`src/rtl/fsc_pkg.sv`:
```
// Package of shared widths and the period word type.
// Assumes a 16-bit whole part and a 16-bit fraction part.
package fsc_pkg;
    parameter int INT_W  = 16;
    parameter int FRAC_W = 16;

    typedef logic [INT_W-1:0]  int_t;
    typedef logic [FRAC_W-1:0] frac_t;

    // Whole and fractional parts of the desired sample period.
    typedef struct packed {
        int_t  whole;
        frac_t part;
    } period_t;
endpackage

```
`src/rtl/fsc_period_regs.sv`:
```
// Holding registers for the desired period, written by the host.
// Each part has its own write strobe. The values are only sampled by the
// reload logic at block starts, so they may change at any time.
module fsc_period_regs
    import fsc_pkg::*;
#(
    parameter int RST_INT = 16
) (
    input  logic  clk,
    input  logic  rst_n,
    input  logic  int_we,
    input  int_t  int_wdata,
    input  logic  frac_we,
    input  frac_t frac_wdata,
    output period_t held
);
    // Capture host writes; reset gives the default period and a zero fraction.
    always_ff @(posedge clk) begin
        if (!rst_n) begin
            held.whole <= int_t'(RST_INT);
            held.part  <= '0;
        end else begin
            if (int_we)  held.whole <= int_wdata;
            if (frac_we) held.part  <= frac_wdata;
        end
    end
endmodule

```
`src/rtl/fsc_reload_calc.sv`:
```
// Reload value calculator and fraction accumulator.
// Clamps the whole part to MIN_PERIOD. Adds the fraction into a running
// accumulator and extends the period by one clock on carry-out. The
// accumulator advances only when the timer asks for a reload. No register
// write clears it; only the chip reset does.
module fsc_reload_calc
    import fsc_pkg::*;
#(
    parameter int MIN_PERIOD = 2
) (
    input  logic    clk,
    input  logic    rst_n,
    input  logic    reload,
    input  period_t held,
    output int_t    len_m1
);
    localparam int_t MIN_V = int_t'(MIN_PERIOD);

    frac_t            acc_q;
    logic [FRAC_W:0]  sum;
    int_t             eff;

    // Next accumulator sum, clamped whole part and reload length minus one.
    always_comb begin
        sum    = {1'b0, acc_q} + {1'b0, held.part};
        eff    = (held.whole < MIN_V) ? MIN_V : held.whole;
        len_m1 = eff - int_t'(1) + int_t'(sum[FRAC_W]);
    end

    // Advance the accumulator once per block start.
    always_ff @(posedge clk) begin
        if (!rst_n) begin
            acc_q <= '0;
        end else if (reload) begin
            acc_q <= sum[FRAC_W-1:0];
        end
    end
endmodule

```
`src/rtl/fsc_sample_timer.sv`:
```
// Down-counter that times the sample strobes.
// Counts out one period per strobe and reuses the held reload value for
// BLK_SAMPLES strobes. It asks for a new value at the first edge after reset
// and at the edge that issues the last strobe of a block. Assumes the
// supplied length minus one is at least 1.
module fsc_sample_timer
    import fsc_pkg::*;
#(
    parameter int BLK_SAMPLES = 4
) (
    input  logic clk,
    input  logic rst_n,
    input  int_t len_m1,
    output logic reload,
    output logic expire,
    output logic sample_stb
);
    localparam int BLK_W = (BLK_SAMPLES > 1) ? $clog2(BLK_SAMPLES) : 1;
    localparam logic [BLK_W-1:0] LAST = BLK_W'(BLK_SAMPLES - 1);

    int_t             cnt_q;
    int_t             hold_q;
    logic [BLK_W-1:0] blk_q;
    logic             started_q;

    // Expiry and block-boundary reload requests.
    always_comb begin
        expire = started_q && (cnt_q == '0);
        reload = !started_q || (expire && (blk_q == LAST));
    end

    // Counter, block position and registered strobe.
    always_ff @(posedge clk) begin
        if (!rst_n) begin
            cnt_q      <= '0;
            hold_q     <= '0;
            blk_q      <= '0;
            started_q  <= 1'b0;
            sample_stb <= 1'b0;
        end else begin
            sample_stb <= expire;
            if (reload) begin
                cnt_q     <= len_m1;
                hold_q    <= len_m1;
                blk_q     <= '0;
                started_q <= 1'b1;
            end else if (expire) begin
                cnt_q <= hold_q;
                blk_q <= blk_q + 1'b1;
            end else begin
                cnt_q <= cnt_q - 1'b1;
            end
        end
    end
endmodule

```
`src/rtl/fsc_stamp.sv`:
```
// Timestamp counter and sequence number.
// Advances on the edge that raises the sample strobe, so the new count is
// visible in the strobe cycle. Wraps naturally. The sequence number is the
// top SEQ_W bits of the count.
module fsc_stamp #(
    parameter int STAMP_W = 8,
    parameter int SEQ_W   = 4
) (
    input  logic               clk,
    input  logic               rst_n,
    input  logic               tick,
    output logic [STAMP_W-1:0] stamp,
    output logic [SEQ_W-1:0]   seq_num
);
    // Count strobes modulo 2**STAMP_W.
    always_ff @(posedge clk) begin
        if (!rst_n) begin
            stamp <= '0;
        end else if (tick) begin
            stamp <= stamp + 1'b1;
        end
    end

    // Take the sequence number from the high bits.
    always_comb seq_num = stamp[STAMP_W-1 -: SEQ_W];
endmodule

```
`src/rtl/frac_sample_clk.sv`:
```
// Top level of the fractional-period sample clock generator.
// Connects the period registers, the reload calculator, the strobe timer
// and the timestamp counter. Assumes a synchronous active-low reset.
module frac_sample_clk
    import fsc_pkg::*;
#(
    parameter int RST_INT     = 16,
    parameter int MIN_PERIOD  = 2,
    parameter int BLK_SAMPLES = 4,
    parameter int STAMP_W     = 8,
    parameter int SEQ_W       = 4
) (
    input  logic               clk,
    input  logic               rst_n,
    input  logic               int_we,
    input  logic [INT_W-1:0]   int_wdata,
    input  logic               frac_we,
    input  logic [FRAC_W-1:0]  frac_wdata,
    output logic               sample_stb,
    output logic [STAMP_W-1:0] stamp,
    output logic [SEQ_W-1:0]   seq_num
);
    period_t held;
    int_t    len_m1;
    logic    reload;
    logic    expire;

    fsc_period_regs #(.RST_INT(RST_INT)) u_regs (
        .clk        (clk),
        .rst_n      (rst_n),
        .int_we     (int_we),
        .int_wdata  (int_wdata),
        .frac_we    (frac_we),
        .frac_wdata (frac_wdata),
        .held       (held)
    );

    fsc_reload_calc #(.MIN_PERIOD(MIN_PERIOD)) u_calc (
        .clk    (clk),
        .rst_n  (rst_n),
        .reload (reload),
        .held   (held),
        .len_m1 (len_m1)
    );

    fsc_sample_timer #(.BLK_SAMPLES(BLK_SAMPLES)) u_timer (
        .clk        (clk),
        .rst_n      (rst_n),
        .len_m1     (len_m1),
        .reload     (reload),
        .expire     (expire),
        .sample_stb (sample_stb)
    );

    fsc_stamp #(.STAMP_W(STAMP_W), .SEQ_W(SEQ_W)) u_stamp (
        .clk     (clk),
        .rst_n   (rst_n),
        .tick    (expire),
        .stamp   (stamp),
        .seq_num (seq_num)
    );
endmodule

```
`config.mk`:
```
export PLATFORM = sky130hd
export DESIGN_NAME = frac_sample_clk
export DESIGN_NICKNAME = d
export VERILOG_FILES = /design/src/rtl/fsc_pkg.sv /design/src/rtl/fsc_period_regs.sv /design/src/rtl/fsc_reload_calc.sv /design/src/rtl/fsc_sample_timer.sv /design/src/rtl/fsc_stamp.sv /design/src/rtl/frac_sample_clk.sv
export SDC_FILE = /design/constraint.sdc
export NUM_CORES = 1
export LEC_CHECK = 0
export BUFFER_PORTS_ARGS = -buffer_cell sky130_fd_sc_hd__buf_4
export CORE_MARGIN = 2
export CORE_UTILIZATION = 55
export DETAILED_ROUTE_END_ITERATION = 10
export PLACE_DENSITY = 0.81
export SKIP_CTS_REPAIR_TIMING = 1
export SYNTH_ARGS = -nofsm -noshare
export SYNTH_HDL_FRONTEND = slang
export SYNTH_SLANG_ARGS = --single-unit
```
`constraint.sdc`:
```
create_clock -name clk -period 4 [get_ports clk]
set_clock_uncertainty 0.1 [all_clocks]
set_input_delay 0 -clock clk [delete_from_list [all_inputs] [get_ports clk]]
set_output_delay 0 -clock clk [all_outputs]
set_load 0.005 [all_outputs]
```
==> reports/qor.yml <==
global_route:
  antenna_found_initial: 0
  track_usage_pct: 22.7
  grt_pass1_vias: 3936
  grt_pass1_wl_mm: 18.2
  grt_max_degree: 54
  grt-ovfl-total: 0
power_and_ir_drop:
  ir_worst_vdd_mv: 0.194
  switchingPower_uw: 596
  pwr-share-comb_pct: 19.8
  p_int_uw: 1490
  clockPowerShare_pct: 30.7
  power-per-cell-area_nw_per_um2: 362
  sequentialPowerShare_pct: 49.5
  p_leak_uw: 0.00244
  swShare_pct: 28.6
floorplanning:
  num_rows: 34
  die_area_um2: 9520
  ioPinCount: 49
  core-area_um2: 8590
  initial_core_util_pct: 56.0
  die_h_um: 97.6
  die_w_um: 97.6
sta:
  slew_viol_final: 0
  tns_ns: 0
  hold_ws_ns: -0.00769
  final_hold_viol_count: 5
  rsz0062_at_grt: "false"
  clock.fmax_ghz: 0.276
  min_period_over_period_pct: 90.7
  relSlewSlack_pct: 28.8
  final.min_clock_period_ns: 3.63
  worst_pin_slew_ns: 1.07
  finalSetupViolCount: 0
synth:
  syn-mean-instance-area_um2: 8.60
  syn_inst: 560
  yosysTopAreaCellShare_pct: 38.3
  synth_ff_type: "dfxtp_1"
  syn_area_um2: 4810
  synthTopCellsByArea: "dfxtp_1 38%, mux2i_1 7.3%, nor2_1 5.7%, ha_1 5.5%, xnor2_1 5.1%"
  ys_warn_count: 0
  synth-seq-area-share_pct: 38.3
  syn_nets: 618
  yosysTopAreaCell: "dfxtp_1"
  ys_seq_elements: 92
  ys_types: 56
  synth-async-reset-ratio_pct: 0
  synth_edf_count: 0
drt:
  drc: 0
  dr_total_vias: 4298
  dr.pass1.iters: 5
  drt_iter0_markers: 261
  wl_mm: 11.1
  drt-vias-per-instance: 5.82
  wl_per_cell_um: 15.0
  ant_nets: 0
setup_path:
  crit_path_start_kind: "flip-flop"
  r2r_slack_ns: 0.37
  cp.arrival_ns: 3.71
  crit_path_end_kind: "flip-flop"
  reg2reg_to: "u_timer.cnt_q[12]$_SDFF_PN0_"
  critical_path_required_ns: 4.09
  rr_worst_depth: 15
  crit_end: "u_timer.cnt_q[12]$_SDFF_PN0_"
  cp_max_fo: 6
  critPathLaunch: "u_regs.held[0]$_SDFFE_PN0P_"
  rr_startpoint: "u_regs.held[0]$_SDFFE_PN0P_"
  critPathKind: "reg2reg"
final_layout:
  instances_no_fill: 738
  layout_common_cells: "92 x dfxtp_1, 73 x nor2_1, 52 x buf_4"
  syn_to_final_growth_pct: 19.4
  finalNetCount: 684
  final_common_cell: "dfxtp_1"
  drive_above_1_share_pct: 12.1
  diodes: 0
  fill_cells: 683
placement:
  place_inst: 688
  place_congestion: 0.897
  hpwlAfterDp_mm: 7.50
  port_buffers: 48
worst_hold_path:
  hp-class: "in2reg"
cts:
  cts_buffers: 9
  tritoncts: "yes"
  clockBufferDepth: 2
  root_buffer: "clkbuf_8"
  cts_htree_levels: 3
  clk_latency_ns: 0.35
  clock-sinks: 92
  cts.clk_slew.worst_paths_ns: 0.09
status:
  failed_checks: "negative hold slack"
  outcome: "complete, but fails checks"
job:
  max_cap_viol_count: 0
synthesized netlist by cell type (3+ instances only):
cell type	number
or4_1	5
nor3_1	11
xnor2_1	28
a31oi_1	4
nor4_1	8
ha_1	21
nand3_1	20
a21o_1	6
and2_1	5
nand2_1	50
o22ai_1	3
nor3b_1	5
nand4_1	9
o211a_1	7
a211oi_1	6
o21ai_0	25
nor2_1	73
o211ai_1	12
buf_2	5
dfxtp_1	92
and3_1	9
xor2_1	9
inv_1	8
a21oi_1	32
nand2b_1	6
clkbuf_1	21
buf_4	5
mux2i_1	35
o31ai_1	3
routing by layer:
layer	up-vias	routed length, um	GRT usage [%]
met5	-	0	0
met4	0	131	6.94
met3	16	456	3.38
met2	130	5270	36.7
met1	2015	5220	31.5
li1	2137	-	-
cell type report:
class	count	area (um^2)	area share, %
Clock inverter	4	48.8	0.849
Inverter	9	33.8	0.588
Timing Repair Buffer	87	741	12.9
Clock buffer	11	151	2.63
Sequential cell	92	1840	32.0
Multi-Input combinational cell	427	2800	48.7
Tap cell	108	135	2.35
critical path: stages, from the launching register on:
cell	delay, ns
dfxtp_1	0.32
ha_1	0.24
fa_1	0.44
a211oi_1	0.29
o211ai_1	0.15
nand4_1	0.15
nand2_1	0.09
a31oi_1	0.28
ha_1	0.24
ha_1	0.19
nor3b_1	0.23
buf_4	0.19
nand4_1	0.11
xnor2_1	0.13
o21ai_0	0.24
a31oi_1	0.07
power by group through the flow:
stage               Clock (uW)  Combinational [uW]  Sequential (uW)
floorplan                    0                 290             1040
global placement             0                 366             1050
detailed placement           0                 377             1050
CTS                        648                 379             1030
global route               677                 455             1040
finish                     639                 412             1030
per-stage QoR:
step	area, um^2	utilization, %	hold slack, ns	setup WS [ns]	total power [uW]
after floorplan	4810	-	0.0290	0.717	1330
after global placement	5200	60.5	0.115	0.631	1410
after detailed placement	5200	60.5	0.128	0.396	1430
after CTS	5400	62.8	-0.246	0.357	2060
after global routing	5750	66.9	0.00623	0.0368	2170
final	5750	66.9	-0.00769	0.372	2080
how the worst min path moves through the flow:
stage	end	start	slack, ns	depth (start not counted)
global route	u_regs.held[6]$_SDFFE_PN0P_	frac_we	0.006	3
finish	u_regs.held[15]$_SDFFE_PN0P_	frac_we	-0.008	3
global placement	u_regs.held[20]$_SDFFE_PN1P_	int_wdata[4]	0.11	3
CTS	u_regs.held[20]$_SDFFE_PN1P_	int_wdata[4]	-0.25	3
detailed placement	u_regs.held[20]$_SDFFE_PN1P_	int_wdata[4]	0.13	3
floorplan	u_regs.held[20]$_SDFFE_PN1P_	int_wdata[4]	0.03	2
sequential cells by signal, indices dropped and copies added (netlist names):
name / cells
u_calc.acc_q: 16
u_regs.held: 32
u_stamp.stamp: 8
u_timer.blk_q: 2
u_timer.cnt_q: 16
u_timer.hold_q: 16
u_timer.sample_stb: 1
u_timer.started_q: 1
cell families after synthesis:
| logic type | Yosys count | share of synthesized area [%] |
|---|---|---|
| AOI/OAI and AO/OA | 114 | 15.4 |
| xor gates and xnor gates | 37 | 6.73 |
| adders and majority gates | 22 | 5.87 |
| buffers and inverters | 41 | 3.72 |
| DFF | 92 | 38.3 |
| muxes | 36 | 7.51 |
| and+or+nand+nor | 218 | 22.5 |
(Power assumes the default switching activity.)
